### config.mk
export PLATFORM = sky130hd
export DESIGN_NAME = stack_seq
export DESIGN_NICKNAME = d
export VERILOG_FILES = /design/src/rtl/stack_seq.sv
export SDC_FILE = /design/constraint.sdc
export NUM_CORES = 1
export LEC_CHECK = 0
export BUFFER_PORTS_ARGS = -buffer_cell sky130_fd_sc_hd__buf_4
export CORE_ASPECT_RATIO = 0.8
export CORE_MARGIN = 8
export CORE_UTILIZATION = 59
export DETAILED_ROUTE_END_ITERATION = 8
export GPL_ROUTABILITY_DRIVEN = 0
export HOLD_SLACK_MARGIN = 0.03
export PLACE_DENSITY = 0.87
export SLEW_MARGIN = 30
export SYNTH_ARGS = -nofsm -noshare
export SYNTH_HDL_FRONTEND = slang
export SYNTH_SLANG_ARGS = --single-unit
### constraint.sdc
create_clock -name clk -period 12.6 [get_ports clk]
set_input_delay 1.26 -clock clk [delete_from_list [all_inputs] [get_ports clk]]
set_output_delay 1.26 -clock clk [all_outputs]
set_load 0.03 [all_outputs]
### src/rtl/stack_seq.sv
module stack_seq #(
  parameter int W = 32
) (
  input  logic         clk,
  input  logic         rst_n,
  input  logic         start,
  input  logic [15:0]  instr,
  output logic         done,
  output logic [4:0]   rf_raddr,
  input  logic [W-1:0] rf_rdata,
  output logic         rf_we,
  output logic [4:0]   rf_waddr,
  output logic [W-1:0] rf_wdata,
  output logic         mem_valid,
  output logic         mem_we,
  output logic [W-1:0] mem_addr,
  output logic [W-1:0] mem_wdata,
  input  logic [W-1:0] mem_rdata,
  input  logic         mem_ready,
  output logic         pc_we,
  output logic [W-1:0] pc_wdata
);

  typedef enum logic [2:0] {S_IDLE, S_SP, S_XFER, S_SPWR, S_ZERO, S_MV1, S_MV2, S_DONE} st_t;

  st_t         state;
  logic [15:0] ins_q;
  logic [3:0]  idx_q;
  logic [W-1:0] addr_q, sp_q, ra_q;

  function automatic logic [4:0] slot_reg(input logic [3:0] k);
    if (k == 4'd0)      return 5'd1;
    else if (k < 4'd3)  return 5'd7 + {1'b0, k};
    else                return 5'd15 + {1'b0, k};
  endfunction

  function automatic logic [4:0] s_reg(input logic [2:0] i);
    return (i < 3'd2) ? 5'd8 + {2'b0, i} : 5'd16 + {2'b0, i};
  endfunction

  wire [15:0] ins    = (state == S_IDLE) ? instr : ins_q;
  wire [7:0]  hi     = ins[15:8];
  wire        is_c   = ins[1:0] == 2'b10;
  wire        rl_ok  = ins[7:4] >= 4'd4;
  wire        op_push = is_c && rl_ok && hi == 8'hB8;
  wire        op_pop  = is_c && rl_ok && (hi == 8'hBA || hi == 8'hBC || hi == 8'hBE);
  wire        op_ret  = hi == 8'hBC || hi == 8'hBE;
  wire        op_zero = hi == 8'hBC;
  wire        op_mv   = is_c && ins[15:10] == 6'b101011 && ins[5];
  wire        to_a    = ins[6];
  wire [4:0]  sa      = s_reg(ins[9:7]);
  wire [4:0]  sb      = s_reg(ins[4:2]);
  wire [3:0]  nregs   = (ins[7:4] == 4'd15) ? 4'd13 : ins[7:4] - 4'd3;

  logic [7:0] adj8;
  always_comb begin
    if (nregs <= 4'd4)       adj8 = 8'd16;
    else if (nregs <= 4'd8)  adj8 = 8'd32;
    else if (nregs <= 4'd12) adj8 = 8'd48;
    else                     adj8 = 8'd64;
    adj8 = adj8 + {2'b0, ins[3:2], 4'b0};
  end
  wire [W-1:0] adj     = {{(W-8){1'b0}}, adj8};
  wire [4:0]   cur_reg = slot_reg(idx_q);

  always_ff @(posedge clk or negedge rst_n) begin
    if (!rst_n) begin
      state  <= S_IDLE;
      ins_q  <= '0;
      idx_q  <= '0;
      addr_q <= '0;
      sp_q   <= '0;
      ra_q   <= '0;
    end else begin
      case (state)
        S_IDLE: if (start) begin
          ins_q <= instr;
          state <= (op_push || op_pop) ? S_SP : op_mv ? S_MV1 : S_DONE;
        end
        S_SP: begin
          sp_q   <= rf_rdata;
          addr_q <= (op_push ? rf_rdata : rf_rdata + adj) - W'(4);
          idx_q  <= nregs - 4'd1;
          state  <= S_XFER;
        end
        S_XFER: if (mem_ready) begin
          if (op_pop && idx_q == 4'd0) ra_q <= mem_rdata;
          if (idx_q == 4'd0) state <= S_SPWR;
          else begin
            idx_q  <= idx_q - 4'd1;
            addr_q <= addr_q - W'(4);
          end
        end
        S_SPWR: state <= (op_ret && op_zero) ? S_ZERO : S_DONE;
        S_ZERO: state <= S_DONE;
        S_MV1:  state <= S_MV2;
        S_MV2:  state <= S_DONE;
        default: state <= S_IDLE;
      endcase
    end
  end

  always_comb begin
    rf_raddr = 5'd0;
    rf_we    = 1'b0;
    rf_waddr = 5'd0;
    rf_wdata = '0;
    case (state)
      S_SP:   rf_raddr = 5'd2;
      S_XFER: begin
        rf_raddr = cur_reg;
        rf_we    = op_pop && mem_ready;
        rf_waddr = cur_reg;
        rf_wdata = mem_rdata;
      end
      S_SPWR: begin
        rf_we    = 1'b1;
        rf_waddr = 5'd2;
        rf_wdata = op_push ? sp_q - adj : sp_q + adj;
      end
      S_ZERO: begin
        rf_we    = 1'b1;
        rf_waddr = 5'd10;
      end
      S_MV1: begin
        rf_raddr = to_a ? sa : 5'd10;
        rf_we    = 1'b1;
        rf_waddr = to_a ? 5'd10 : sa;
        rf_wdata = rf_rdata;
      end
      S_MV2: begin
        rf_raddr = to_a ? sb : 5'd11;
        rf_we    = 1'b1;
        rf_waddr = to_a ? 5'd11 : sb;
        rf_wdata = rf_rdata;
      end
      default: ;
    endcase
  end

  assign mem_valid = state == S_XFER;
  assign mem_we    = op_push;
  assign mem_addr  = addr_q;
  assign mem_wdata = rf_rdata;
  assign pc_we     = state == S_SPWR && op_ret;
  assign pc_wdata  = ra_q;
  assign done      = state == S_DONE;

  a_r9_hold: assert property (@(posedge clk) disable iff (!rst_n)
    mem_valid && !mem_ready |=> mem_valid && $stable(mem_addr) && $stable(mem_we));
  a_r5_step: assert property (@(posedge clk) disable iff (!rst_n)
    mem_valid && mem_ready && idx_q != 4'd0 |=> mem_valid && mem_addr == $past(mem_addr) - W'(4));
  a_r7_pc_with_sp: assert property (@(posedge clk) disable iff (!rst_n)
    pc_we |-> rf_we && rf_waddr == 5'd2);
  a_r10_pulse: assert property (@(posedge clk) disable iff (!rst_n)
    done |=> !done);
  a_r10_quiet: assert property (@(posedge clk) disable iff (!rst_n)
    done |-> !mem_valid && !rf_we && !pc_we);
  a_r1_no_x0: assert property (@(posedge clk) disable iff (!rst_n)
    rf_we |-> rf_waddr != 5'd0);

endmodule

==> impl_metrics.csv <==
group,metric,value,unit
outcome,outcome,"finished clean",
sta,fin_worst_skew,0.00872,ns
yosys,yosys-top-cells-count,"nand2_1 (199), dfrtp_1 (119), o21ai_0 (84)",
yosys,synthArstFlopShare,1.00,
sta,hold_viol_final,0,
sta,finalCritPeriodShare,0.789,
sta,setup-tns-final,0,ns
yosys,yosys_register_bits,119,
sta,rsz0062_at_grt,"no",
cts,cts_resized,0,
sta,drv_slew,0,
global_routing,grt_max_degree,84,
detailed_routing,antenna_left,0,
run,drv_cap,0,
yosys,synth-compound-area-share,0.189,
yosys,ys_seq_area_frac,0.323,
cts,htree_levels,4,
sta,max_freq,101,MHz
global_routing,grt_pass1_wl,47.1,mm
detailed_routing,drtIter0Drc,1018,
yosys,synth_top_cell_area_share,0.323,
critical_path,worst_setup_path_end_kind,"output port",
die,core,0.0155,mm²
critical_path,slowest_delay,0.84,ns
critical_path,crit_slowest_cell,"a2111oi_0",
detailed_routing,drtPass1Iterations,5,
die,dieArea,0.0199,mm²
yosys,ys.flop_type,"dfrtp_1",
cts,ctsHoldBuffers,0,
detailed_routing,drc,0,
place,dp_hpwl,22.3,mm
worst_hold_path,hold_class,"reg -> reg",
critical_path,start_kind,"register",
cts,cts_setup_buffers,0,
cts,clock_sinks,119,
yosys,ys_warn_count,0,
yosys,syn_avg_cell_area,8.36,µm²
die,start_util,0.593,
critical_path,path_max_fanout,24,
finish,final_core_util,0.731,
detailed_routing,num_vias,9222,
die,die_w,156,µm
yosys,yosysTopAreaCell,"dfrtp_1",
finish,num_antenna_cells,0,
yosys,yosysMostFrequentCell,"nand2_1",
sta,period_needed,9.95,ns
detailed_routing,vias_per_cell,6.19,
die,row_count,41,
place,port_buffers,226,
sta,setup_viol,0,
critical_path,crit_arrival,8.69,ns
cts,cts_tree,"built",
cts,max-clock-path-buffers,2,
global_routing,grt-ovfl-total,0,
finish,synthToLayoutAreaGrowth,23.1,%
finish,fin_nets,1385,
yosys,synth_top_family_by_area,"simple AND/OR/NAND/NOR gates",
yosys,syn-cell-area,0.00923,mm²
yosys,synthAdderAreaFrac,0.0559,
sta,max_slew_margin,0.373,
cts,clk-insertion-delay-late,0.43,ns
cts,clk_pin_slew_worst_paths,0.06,ns
global_routing,antenna_found_initial,0,
sta,tightest_slew,0.917,ns
yosys,ys_types,77,
yosys,synthTopCellsByArea,"dfrtp_1 (32%), nand2_1 (8.1%), mux2_2 (6.5%)",
yosys,syn_nets,1228,
yosys,yosys.area_share.simple,0.201,
critical_path,criticalPathCategory,"reg -> out",
yosys,synth-edff-count,0,
detailed_routing,wirelength,30.1,mm
detailed_routing,wire_per_inst,20.2,µm
global_routing,grt.total_usage,0.298,
finish,drive_gt1_frac,0.273,
cts,root_buffer,"clkbuf_16",
critical_path,timing.critical_path.required,11.34,ns
die,top_level_ports,227,
die,dieHeight,128,µm
global_routing,grt_pass1_vias,8907,
yosys,synth-xor-area-share,0.0636,
yosys,synth.mux.area_fraction,0.0997,
cts,cts-buffers-inserted,17,
yosys,synthCells,1104,
## state kept, by name, indices dropped and copies added, names as in the netlist
register	count
idx_q	4
ins_q	16
mem_addr	32
pc_wdata	32
sp_q	32
state	3
## placed cells by master, fill, tap and decap left out, drive strengths merged, types with 3 or more instances in the layout
cell     count
buf        236
nand2      200
dfrtp      119
o21ai       87
nor2        66
mux2        53
a21oi       51
xnor2       38
ha          38
inv         34
nand3       31
mux2i       31
xor2        29
a22oi       22
a21o        18
clkbuf      17
nand2b      14
nor3        13
o22ai       11
nand4       11
and3        10
a31oi        9
a211oi       9
nor3b        8
nor2b        8
and2         7
o211ai       7
a2111oi      7
o31ai        7
a221oi       7
or3          6
o2111ai      6
a22o         5
or2          5
clkinv       5
a21boi       3
and4         3
or4          3
## per-layer routing
metal  vias up  part of all wire  global-route usage
met3        50              0.12              0.0863
met2       575              0.45               0.459
met4         0             0.023               0.113
li1       4224                 -                   -
met1      4373              0.40               0.391
met5         -                 0                   0
## final cells by class
type	instances	area [µm²]
multi-input combinational	859	5630
fill	1174	4190
sequential	119	2980
timing repair buffer	236	1780
clock buffer	17	425
tap	215	269
clock inverter	15	170
inverter	28	105
## logic make-up after synthesis
group	count (synthesis)
DFF	119
and+or+nand+nor	399
AOI/OAI and AO/OA	269
adders and majority gates	40
xor gates and xnor gates	67
buffers and inverters	126
muxes	84
## stage by stage
stage / setup slack, ns / cell area [µm²] / hold slack [ns] / instances
after floorplan: 3.77 / 9230 / 0.445 / 1104
after global placement: 3.30 / 10800 / 0.463 / 1457
after detailed placement: 3.32 / 10800 / 0.465 / 1457
after CTS: 2.76 / 11400 / 0.482 / 1489
after global routing: 2.04 / 11400 / 0.511 / 1489
final: 2.65 / 11400 / 0.484 / 1489
## worst max-delay path: cells and delay by family (launching register included)
kind | cells | cell delay (ns)
xor+xnor | 1 | 0.25
compound gates | 10 | 3.38
flops | 1 | 0.72
buf+inv | 4 | 0.83
mux | 2 | 0.70
simple gates | 7 | 1.22
fa+ha+maj | 3 | 1.15
## final timing paths
path | end | start | slack [ns] | cells past startpoint
setup / recovery | rf_wdata[28] | state[0] | 2.65 | 27
min in group asynchronous | pc_wdata[0] | rst_n | 0.78 | 1
hold / removal | sp_q[2] | sp_q[2] | 0.48 | 2
setup reg to reg | mem_addr[29] | state[0] | 4.19 | 25
max in group asynchronous | state[2] | rst_n | 10.66 | 2
hold reg to reg | sp_q[2] | sp_q[2] | 0.48 | 2
Power is left out: the tool's default activity adds up to more than one toggle a clock period on the data nets, which glitch-free logic cannot reach.
